$ cat config.mk
export PLATFORM = sky130hd
export DESIGN_NAME = wdt_shared_scaler
export DESIGN_NICKNAME = d
export VERILOG_FILES = /design/src/rtl/wdt_shared_scaler.sv
export SDC_FILE = /design/constraint.sdc
export NUM_CORES = 1
export LEC_CHECK = 0
export BUFFER_PORTS_ARGS = -buffer_cell sky130_fd_sc_hd__clkbuf_2
export CAP_MARGIN = 30
export CORE_ASPECT_RATIO = 0.7
export CORE_MARGIN = 1.5
export CORE_UTILIZATION = 59
export CTS_CLUSTER_DIAMETER = 40
export DETAILED_ROUTE_END_ITERATION = 7
export PLACE_DENSITY_LB_ADDON = 0.3
export SLEW_MARGIN = 20
export SYNTH_ARGS = -nofsm -noshare
export SYNTH_HDL_FRONTEND = slang
export SYNTH_SLANG_ARGS = --single-unit
$ cat constraint.sdc
create_clock -name clk -period 7.7 [get_ports clk]
set_input_delay 1.54 -clock clk [delete_from_list [all_inputs] [get_ports clk]]
set_output_delay 1.54 -clock clk [all_outputs]
set_load 0.05 [all_outputs]
$ cat src/rtl/wdt_shared_scaler.sv
module wdt_shared_scaler #(
  parameter int BASE_W = 8,
  parameter int SCL_N  = 8,
  localparam int RATE_W = $clog2(SCL_N)
) (
  input  logic              clk,
  input  logic              rst_n,
  input  logic              wdt_tick,
  input  logic              tmr_src,
  input  logic              wdt_en,
  input  logic              psa_sel,
  input  logic [RATE_W-1:0] rate,
  input  logic              clr_wdt,
  input  logic              sleep_cmd,
  input  logic              asleep,
  output logic              reset_req,
  output logic              wake_req,
  output logic              to_n,
  output logic              tmr_inc
);

  logic [BASE_W-1:0] base_q;
  logic [SCL_N-1:0]  scl_q;
  logic [SCL_N-1:0]  tap_mask;
  logic              clr, base_ovf, scl_in, scl_hit, timeout;

  assign clr      = clr_wdt | sleep_cmd;
  assign base_ovf = wdt_en & wdt_tick & ~clr & (&base_q);
  assign scl_in   = psa_sel ? base_ovf : tmr_src;
  assign tap_mask = SCL_N'((32'd2 << rate) - 32'd1);
  assign scl_hit  = scl_in & ((scl_q & tap_mask) == tap_mask);
  assign timeout  = psa_sel ? scl_hit : base_ovf;
  assign tmr_inc  = psa_sel ? tmr_src : scl_hit;

  always_ff @(posedge clk or negedge rst_n) begin
    if (!rst_n)                 base_q <= '0;
    else if (!wdt_en || clr)    base_q <= '0;
    else if (wdt_tick)          base_q <= base_q + 1'b1;
  end

  always_ff @(posedge clk or negedge rst_n) begin
    if (!rst_n)                 scl_q <= '0;
    else if (psa_sel && clr)    scl_q <= '0;
    else if (scl_in)            scl_q <= scl_q + 1'b1;
  end

  always_ff @(posedge clk or negedge rst_n) begin
    if (!rst_n) begin
      reset_req <= 1'b0;
      wake_req  <= 1'b0;
      to_n      <= 1'b1;
    end else begin
      reset_req <= timeout & ~asleep;
      wake_req  <= timeout & asleep;
      if (clr)          to_n <= 1'b1;
      else if (timeout) to_n <= 1'b0;
    end
  end

  a_r2_exclusive: assert property (@(posedge clk) disable iff (!rst_n)
    !(reset_req && wake_req));
  a_r2_one_cycle: assert property (@(posedge clk) disable iff (!rst_n)
    reset_req |=> !reset_req);
  a_r3_one_cycle: assert property (@(posedge clk) disable iff (!rst_n)
    wake_req |=> !wake_req);
  a_r5_disabled_quiet: assert property (@(posedge clk) disable iff (!rst_n)
    !wdt_en |=> (!reset_req && !wake_req));
  a_r4_strobe_sets_flag: assert property (@(posedge clk) disable iff (!rst_n)
    (clr_wdt || sleep_cmd) |=> to_n);
  a_r4_request_flag_low: assert property (@(posedge clk) disable iff (!rst_n)
    (reset_req || wake_req) |-> !to_n);
  a_r7_no_spurious_inc: assert property (@(posedge clk) disable iff (!rst_n)
    !tmr_src |-> !tmr_inc);

endmodule

# After elaboration in Yosys (flattened, before gate mapping)
# Index checks and enable logic that the tools add are counted.
[word_totals] register_bits=19 out_inout_bits=4 elab_cells=36 inputBits=12
[op_classes] muxes=9 n_addsub=3 bitwise_logic=10 eq_ne=1 shifts=1 n_reduce_logical=7
[op_table] cell="$mux W8" n=4
[op_table] cell="$add A8 B1 Y8 const B" n=2
[op_table] cell="$and A8 B8 Y8" n=1
[op_table] cell="$eq A8 B8 Y1" n=1
[op_table] cell="$reduce_and A8 Y1" n=1
[op_table] cell="$shl A2 B3 Y8 const A" n=1
[op_table] cell="$sub A8 B1 Y8 const B" n=1
[op_table] cell="$and A1 B1 Y1" n=6
[op_table] cell="$reduce_bool A2 Y1" n=3
[op_table] cell="$mux W1" n=5
[op_table] cell="$not A1 Y1" n=2
[op_table] cell="$logic_and A1 B1 Y1" n=1
[op_table] cell="$logic_not A1 Y1" n=1
[op_table] cell="$logic_or A1 B1 Y1" n=1
[op_table] cell="$or A1 B1 Y1" n=1

# Longest topological paths before layout
# Gate-level depths: netlist of run 1.
[depth] depth_word=9 mapped_depth=8 depth_no_buf=8

# Worst setup path after synthesis of run 1
# OpenSTA, ideal clock, no wires.
[synth_timing] path_kind="input to output" from="input port rate[2]" to="output port tmr_inc" stages=8 slack_ns=2.816 path_buffers=0 arrival_ns=3.344 t_required_ns=6.160 path_cell_list="nor2_1 -> nand2_1 -> ha_1 -> or3b_2 -> a31oi_1 -> a2111oi_0 -> o211a_1 -> o21a_1"
[synth_between] elab_chain_len=6
[synth_rtl] element="start, declared" line_no="12" rtl="input logic [RATE_W-1:0] rate,"
[synth_rtl] element="$shl A2 B3 Y8 (*)" line_no="30" rtl="assign tap_mask = SCL_N'((32'd2 << rate) - 32'd1);"
[synth_rtl] element="$sub A8 B1 Y8 (*)" line_no="30"
[synth_rtl] element="$and A8 B8 Y8" line_no="31" rtl="assign scl_hit = scl_in & ((scl_q & tap_mask) == tap_mask);"
[synth_rtl] element="$eq A8 B8 Y1 (*)" line_no="31"
[synth_rtl] element="$and A1 B1 Y1 (*)" line_no="31"
[synth_rtl] element="$mux W1 (*)" line_no="33" rtl="assign tmr_inc = psa_sel ? tmr_src : scl_hit;"
[synth_rtl] element="end, declared" line_no="19" rtl="output logic tmr_inc"
# Mark *: on every way between the ends. The rest lies on a longest branch, timed or not.

# Final worst setup path of run 1
# Ends and elaborated chain as after synthesis.

==> out/qor.csv, run 1 <==
stage,metric,value,unit
final_layout,Final Cell Area,1210,µm²
place,dpl cells,147,
setup_path,WP data arrival,3.89,ns
global_route,initial antenna violation count,0,
yosys,Seq cells post-synth,19,
clock_tree,H-tree levels,1,
pwr,Seq pwr share,58.0,%
yosys,most numerous cell in the Yosys netlist,dfrtp_1,
clock_tree,hold_buf cts,0,
final_layout,layout net count,146,
routing,met1 WL,1093,µm
routing,Vias,947,
sta,worst-margin pin slew,0.7572,ns
yosys,Post-Syn Nets,129,
pwr,Comb pwr share,12.8,%
yosys,"Distinct cells, synth",36,
floorplanning,Die W,54.72,µm
routing,drt wl/cell,15.75,µm
place,dpl cell area,1182,µm²
setup_path,Setup CP Type,input port to output port,
floorplanning,number of cell rows,12,
routing,met2 wire length,1003,µm
floorplanning,boundary pin count,16,
yosys,Post-synth EDFFs,0,
pwr,PwrDens,147.3,nW/µm²
setup_path,Crit Path Max Fanout,8,
setup_path,Critical Path Sink Type,output port,
pwr,Internal,0.1286,mW
clock_tree,"Clk Latency, worst-skew pair",0.30,ns
routing,Routed Antenna Nets,0,
sta,Max Freq,184.2,MHz
place,HPWL Detailed,1800,µm
routing,drt initial violations,35,
setup_path,startpoint types,input port,
yosys,dominant cells by area after synthesis,"dfrtp_1, nor2_1, xor2_1",
yosys,Mapped Avg Cell Area,9.691,µm²
clock_tree,Clock transition at path regs,0.11,ns
yosys,Synth warnings,0,
run_status,status,completed,
final_layout,share of cells above drive strength 1,19.23,%
sta,skew final,0.007898,ns
final_layout,antenna fix cells,0,
yosys,post-synthesis adder-cell area fraction,3.398,%
yosys,most frequent cells after synthesis,"dfrtp_1, nor2_1, nand2_1, a21oi_1",
setup_path,endpoint required time on the critical path,6.16,ns
min_path,Hold Crit Class,register to register,
clock_tree,Clock Tree Buf Depth,2,
routing,# DRC,0,
clock_tree,CTS tree,yes,
clock_tree,Root Driver,clkbuf_4,
yosys,top-area cell type share of the netlist area,40.77,%
global_route,largest net degree at the start of global routing,20,
global_route,total congestion overflow,0,
pwr,Max rail drop VDD,0.0001651,V
sta,Post-Route Setup TNS,0,ns
yosys,post-synthesis mux area share,4.870,%
sta,Fin Hold WS,0.5285,ns
yosys,Gate Count Post-Synth,114,
yosys,Post-Synth XOR/XNOR Area,6.342,%
pwr,sw frac,27.83,%
sta,slew margin rel.,48.52,%
floorplanning,Starting Density,66.29,%
clock_tree,cts bufs inserted,3,
yosys,Synth Cell Area,1105,µm²
yosys,Yosys top cell by area,dfrtp_1,
sta,Final Hold Vio Count,0,
floorplanning,DIE HEIGHT,39.21,µm
sta,post-layout min period,5.429,ns
clock_tree,clock sink count,19,
yosys,largest family of logic cells by synthesized area,simple AND/OR/NAND/NOR gates,
floorplanning,total die area,2145,µm²
sta,"Slew Viols, Final",0,
global_route,vias in the first global route,840,
yosys,post-synthesis compound-gate area fraction,15.97,%
pwr,Static Leak,0.5496,nW
sta,RSZ-0062 raised after global routing,false,
final_layout,Fillers,118,
routing,DRT Pass-1 Iters,4,
pwr,P_sw,0.04960,mW
routing,vias per inst,6.272,
pwr,Clk pwr share,29.1,%
clock_tree,Post-CTS Setup Inserts,0,
clock_tree,Resize count post-CTS,0,
global_route,first-pass GRT wire length,3933,µm
sta,crit share post-route,70.50,%
yosys,Synth Area in Simple Gates,22.42,%
routing,Max Used Layer,met4,
sta,final setup violation count,0,
run,Max-Cap Viols,0,
floorplanning,Placeable Area,1667,µm²
yosys,"Top FF cell, synth",dfrtp_1,
place,Final Wtd Congestion,0.7576,
yosys,register area share after synthesis,43.15,%
place,# port buffers,15,
global_route,Total Routing Usage GR,27.39,%
routing,WL met3,242,µm
routing,WL final,2379,µm
yosys,"FFs w/ async S/R, synth",100.0,%
final_layout,fin cells,151,
final_layout,Area growth syn-to-layout,9.513,%
pwr,Final Power,0.1782,mW
[final timing paths]
| path | from | endpoint | slack [ns] | cells past startpoint |
|---|---|---|---|---|
| worst max-delay path | rate[2] | tmr_inc | 2.27 | 10 |
| worst min-delay path | scl_q[6] | scl_q[6] | 0.53 | 1 |
| worst max register to register | base_q[0] | scl_q[7] | 5.49 | 6 |
| worst min register to register | scl_q[6] | scl_q[6] | 0.53 | 1 |
| max in group asynchronous | rst_n | to_n | 6.18 | 1 |
| min in group asynchronous | rst_n | base_q[7] | 1.17 | 1 |
[sequential cells by signal, summed over array words and instances, names as in the netlist]
register / flops
reset_req: 1
base_q: 8
scl_q: 8
to_n: 1
wake_req: 1
[cell usage in the layout, fill, tap and decap left out, types with 4 or more instances in the layout]
master / count
dfrtp_1: 18
o211ai_1: 5
a21oi_1: 7
nand2_1: 10
clkbuf_2: 15
mux2i_1: 4
nand3_1: 4
o21ai_0: 5
xor2_1: 5
nor2_1: 13
inv_1: 5
[power groups by stage]
| stage | Clock, mW | Sequential, mW | Combinational (mW) |
|---|---|---|---|
| 2_1_floorplan | 0 | 0.105 | 0.0133 |
| 3_3_place_gp | 0 | 0.105 | 0.0208 |
| 3_5_place_dp | 0 | 0.105 | 0.0226 |
| 4_1_cts | 0.0514 | 0.103 | 0.0227 |
| 5_1_grt | 0.0573 | 0.104 | 0.0253 |
| 6_report | 0.0519 | 0.103 | 0.0229 |
[logic make-up after synthesis]
logic type,Yosys count
compound gates,27
xor+xnor,8
fa+ha+maj,3
buf+inv,8
flops,19
mux,5
simple gates,44
[layer usage]
layer	vias to the layer above	global-route usage [%]
li1	447	-
met1	439	38.92
met2	55	39.58
met3	6	9.302
met4	0	6.875
met5	-	0
[layout make-up]
| type | count | area, µm² | area share (%) |
|---|---|---|---|
| Clock buffer | 3 | 22.52 | 1.861 |
| Clock inverter | 1 | 5.005 | 0.4137 |
| Inverter | 5 | 18.77 | 1.551 |
| Multi-Input combinational cell | 87 | 585.6 | 48.40 |
| Sequential cell | 19 | 476.7 | 39.40 |
| Tap cell | 21 | 26.28 | 2.172 |
| Timing Repair Buffer | 15 | 75.07 | 6.205 |
[stage by stage]
stage	setup slack, ns	utilization, %
CTS	2.328	72.60
detailed placement	2.333	70.95
floorplan	2.816	-
finish	2.271	72.60
global placement	2.602	70.95
global route	2.217	72.60
[critical path, stage by stage]
cell	delay, ns
clkbuf_2	0.15
nor2_1	0.18
nand2_1	0.12
ha_1	0.29
or3b_2	0.22
a31oi_1	0.10
a2111oi_0	0.61
o211a_1	0.28
o21a_1	0.12
clkbuf_2	0.27
Power figures use the tool's default switching activity.
==> run 2, diff against run 1 <==
CORE_UTILIZATION = 50   (was 59)
clock period = 4.4 ns   (was 7.7 ns; I/O delays follow)
==> out/qor.csv, run 2 (synthesized netlist as in run 1, its figures left out) <==
stage,metric,value,unit
clock_tree,cts bufs inserted,3,
sta,slew margin rel.,47.82,%
sta,crit share post-route,89.49,%
routing,Routed Antenna Nets,0,
pwr,Static Leak,0.5469,nW
setup_path,endpoint required time on the critical path,3.52,ns
run,Max-Cap Viols,0,
setup_path,Worst R2R Setup Slack,2.18,ns
final_layout,final core occ,57.67,%
sta,RSZ-0062 raised after global routing,false,
global_route,first-pass GRT wire length,3553,µm
final_layout,layout net count,146,
place,Final Wtd Congestion,0.7705,
global_route,initial antenna violation count,0,
final_layout,Area growth syn-to-layout,10.65,%
sta,worst-margin pin slew,0.7676,ns
clock_tree,CTS tree,yes,
global_route,largest net degree at the start of global routing,20,
floorplanning,total die area,2505,µm²
clock_tree,Root Driver,clkbuf_4,
clock_tree,Resize count post-CTS,0,
setup_path,Setup CP Type,input port to output port,
routing,Vias,900,
final_layout,antenna fix cells,0,
sta,Post-Route Setup TNS,0,ns
floorplanning,boundary pin count,16,
sta,"Slew Viols, Final",0,
clock_tree,"Clk Latency, worst-skew pair",0.30,ns
setup_path,Crit Path Max Fanout,8,
floorplanning,Die W,59.19,µm
sta,final setup violation count,0,
floorplanning,number of cell rows,14,
global_route,Total Routing Usage GR,18.86,%
clock_tree,Post-CTS Setup Inserts,0,
clock_tree,Clock transition at path regs,0.11,ns
floorplanning,DIE HEIGHT,42.33,µm
global_route,total congestion overflow,0,
final_layout,Top Registers,"base_q x8, scl_q x8",
place,dpl cell area,1196,µm²
sta,skew final,0.005701,ns
final_layout,Final Cell Area,1222,µm²
setup_path,worst r2r path cells,6,
place,HPWL Detailed,1573,µm
min_path,Hold Crit Class,input port to async pin,
pwr,Max rail drop VDD,0.0001361,V
final_layout,most frequent cells in the layout,"dfrtp_1, clkbuf_2, nor2_1",
routing,drt wl/cell,12.84,µm
global_route,vias in the first global route,806,
routing,WL final,2080,µm
clock_tree,hold_buf cts,0,
sta,Final Hold Vio Count,0,
routing,# DRC,0,
setup_path,Critical Path Sink Type,output port,
final_layout,share of cells above drive strength 1,18.46,%
place,# port buffers,15,
routing,vias per inst,5.556,
setup_path,startpoint types,input port,
final_layout,"most common cell after layout, fill and taps aside",dfrtp_1,
clock_tree,H-tree levels,1,
setup_path,WP data arrival,3.06,ns
routing,DRT Pass-1 Iters,4,
routing,drt initial violations,35,
pwr,Final Power,0.3067,mW
sta,post-layout min period,3.938,ns
floorplanning,Placeable Area,2120,µm²
floorplanning,Starting Density,52.13,%
setup_path,Reg2Reg Launch Point,base_q[0],
clock_tree,Clock Tree Buf Depth,2,
setup_path,FF-to-FF End,scl_q[7],
pwr,PwrDens,250.9,nW/µm²
clock_tree,clock sink count,19,
run_status,status,completed,
sta,Max Freq,254.0,MHz
-- run 2: cell types whose count changed in the layout (fill, tap and decap cells not counted), sizes merged --
cell and change:
clkinv -1, clkbuf +1
-- run 2: final cells by class --
class | instances | area, µm²
clock buffer | 4 | 26.28
fill | 188 | 897.1
inverter | 5 | 18.77
multi-input combinational | 87 | 585.6
sequential | 19 | 476.7
tap | 32 | 40.04
timing repair buffer | 15 | 75.07
-- run 2: worst max-delay path by stage --
stage | cells past startpoint | start | to
CTS | 10 | rate[2] | tmr_inc
floorplan | 8 | rate[2] | tmr_inc
global placement | 10 | rate[2] | tmr_inc
finish | 10 | rate[2] | tmr_inc
global route | 10 | rate[2] | tmr_inc
detailed placement | 10 | rate[2] | tmr_inc
-- run 2: power breakdown --
part	switching [mW]	internal, mW
clock network	0.0526	0.0354
registers	0.00341	0.177
logic	0.0241	0.0139
-- run 2: layer usage --
layer	part of all wire, %	wire [µm]	up-vias	global-route usage, %
met1	51	1070	425	27.09
met4	0.67	14	0	3.636
met5	0	0	-	0
li1	-	-	446	-
met2	43	897	25	28.35
met3	4.7	98	4	5.556
-- run 2: critical path, cell delays in order --
cell and delay [ns]:
clkbuf_2 0.14, nor2_1 0.15, nand2_1 0.09, ha_1 0.29
or3b_2 0.22, a31oi_1 0.07, a2111oi_0 0.56, o211a_1 0.27
o21a_1 0.11, clkbuf_2 0.26
-- run 2: per-stage QoR --
step	hold WS, ns	cells	worst slack (ns)
6_report	0.5106	162	0.4625
5_1_grt	0.5426	162	0.2939
4_1_cts	0.5316	162	0.4808
3_3_place_gp	0.5192	158	0.6135
2_1_floorplan	0.4657	114	0.8358
3_5_place_dp	0.5263	158	0.5176
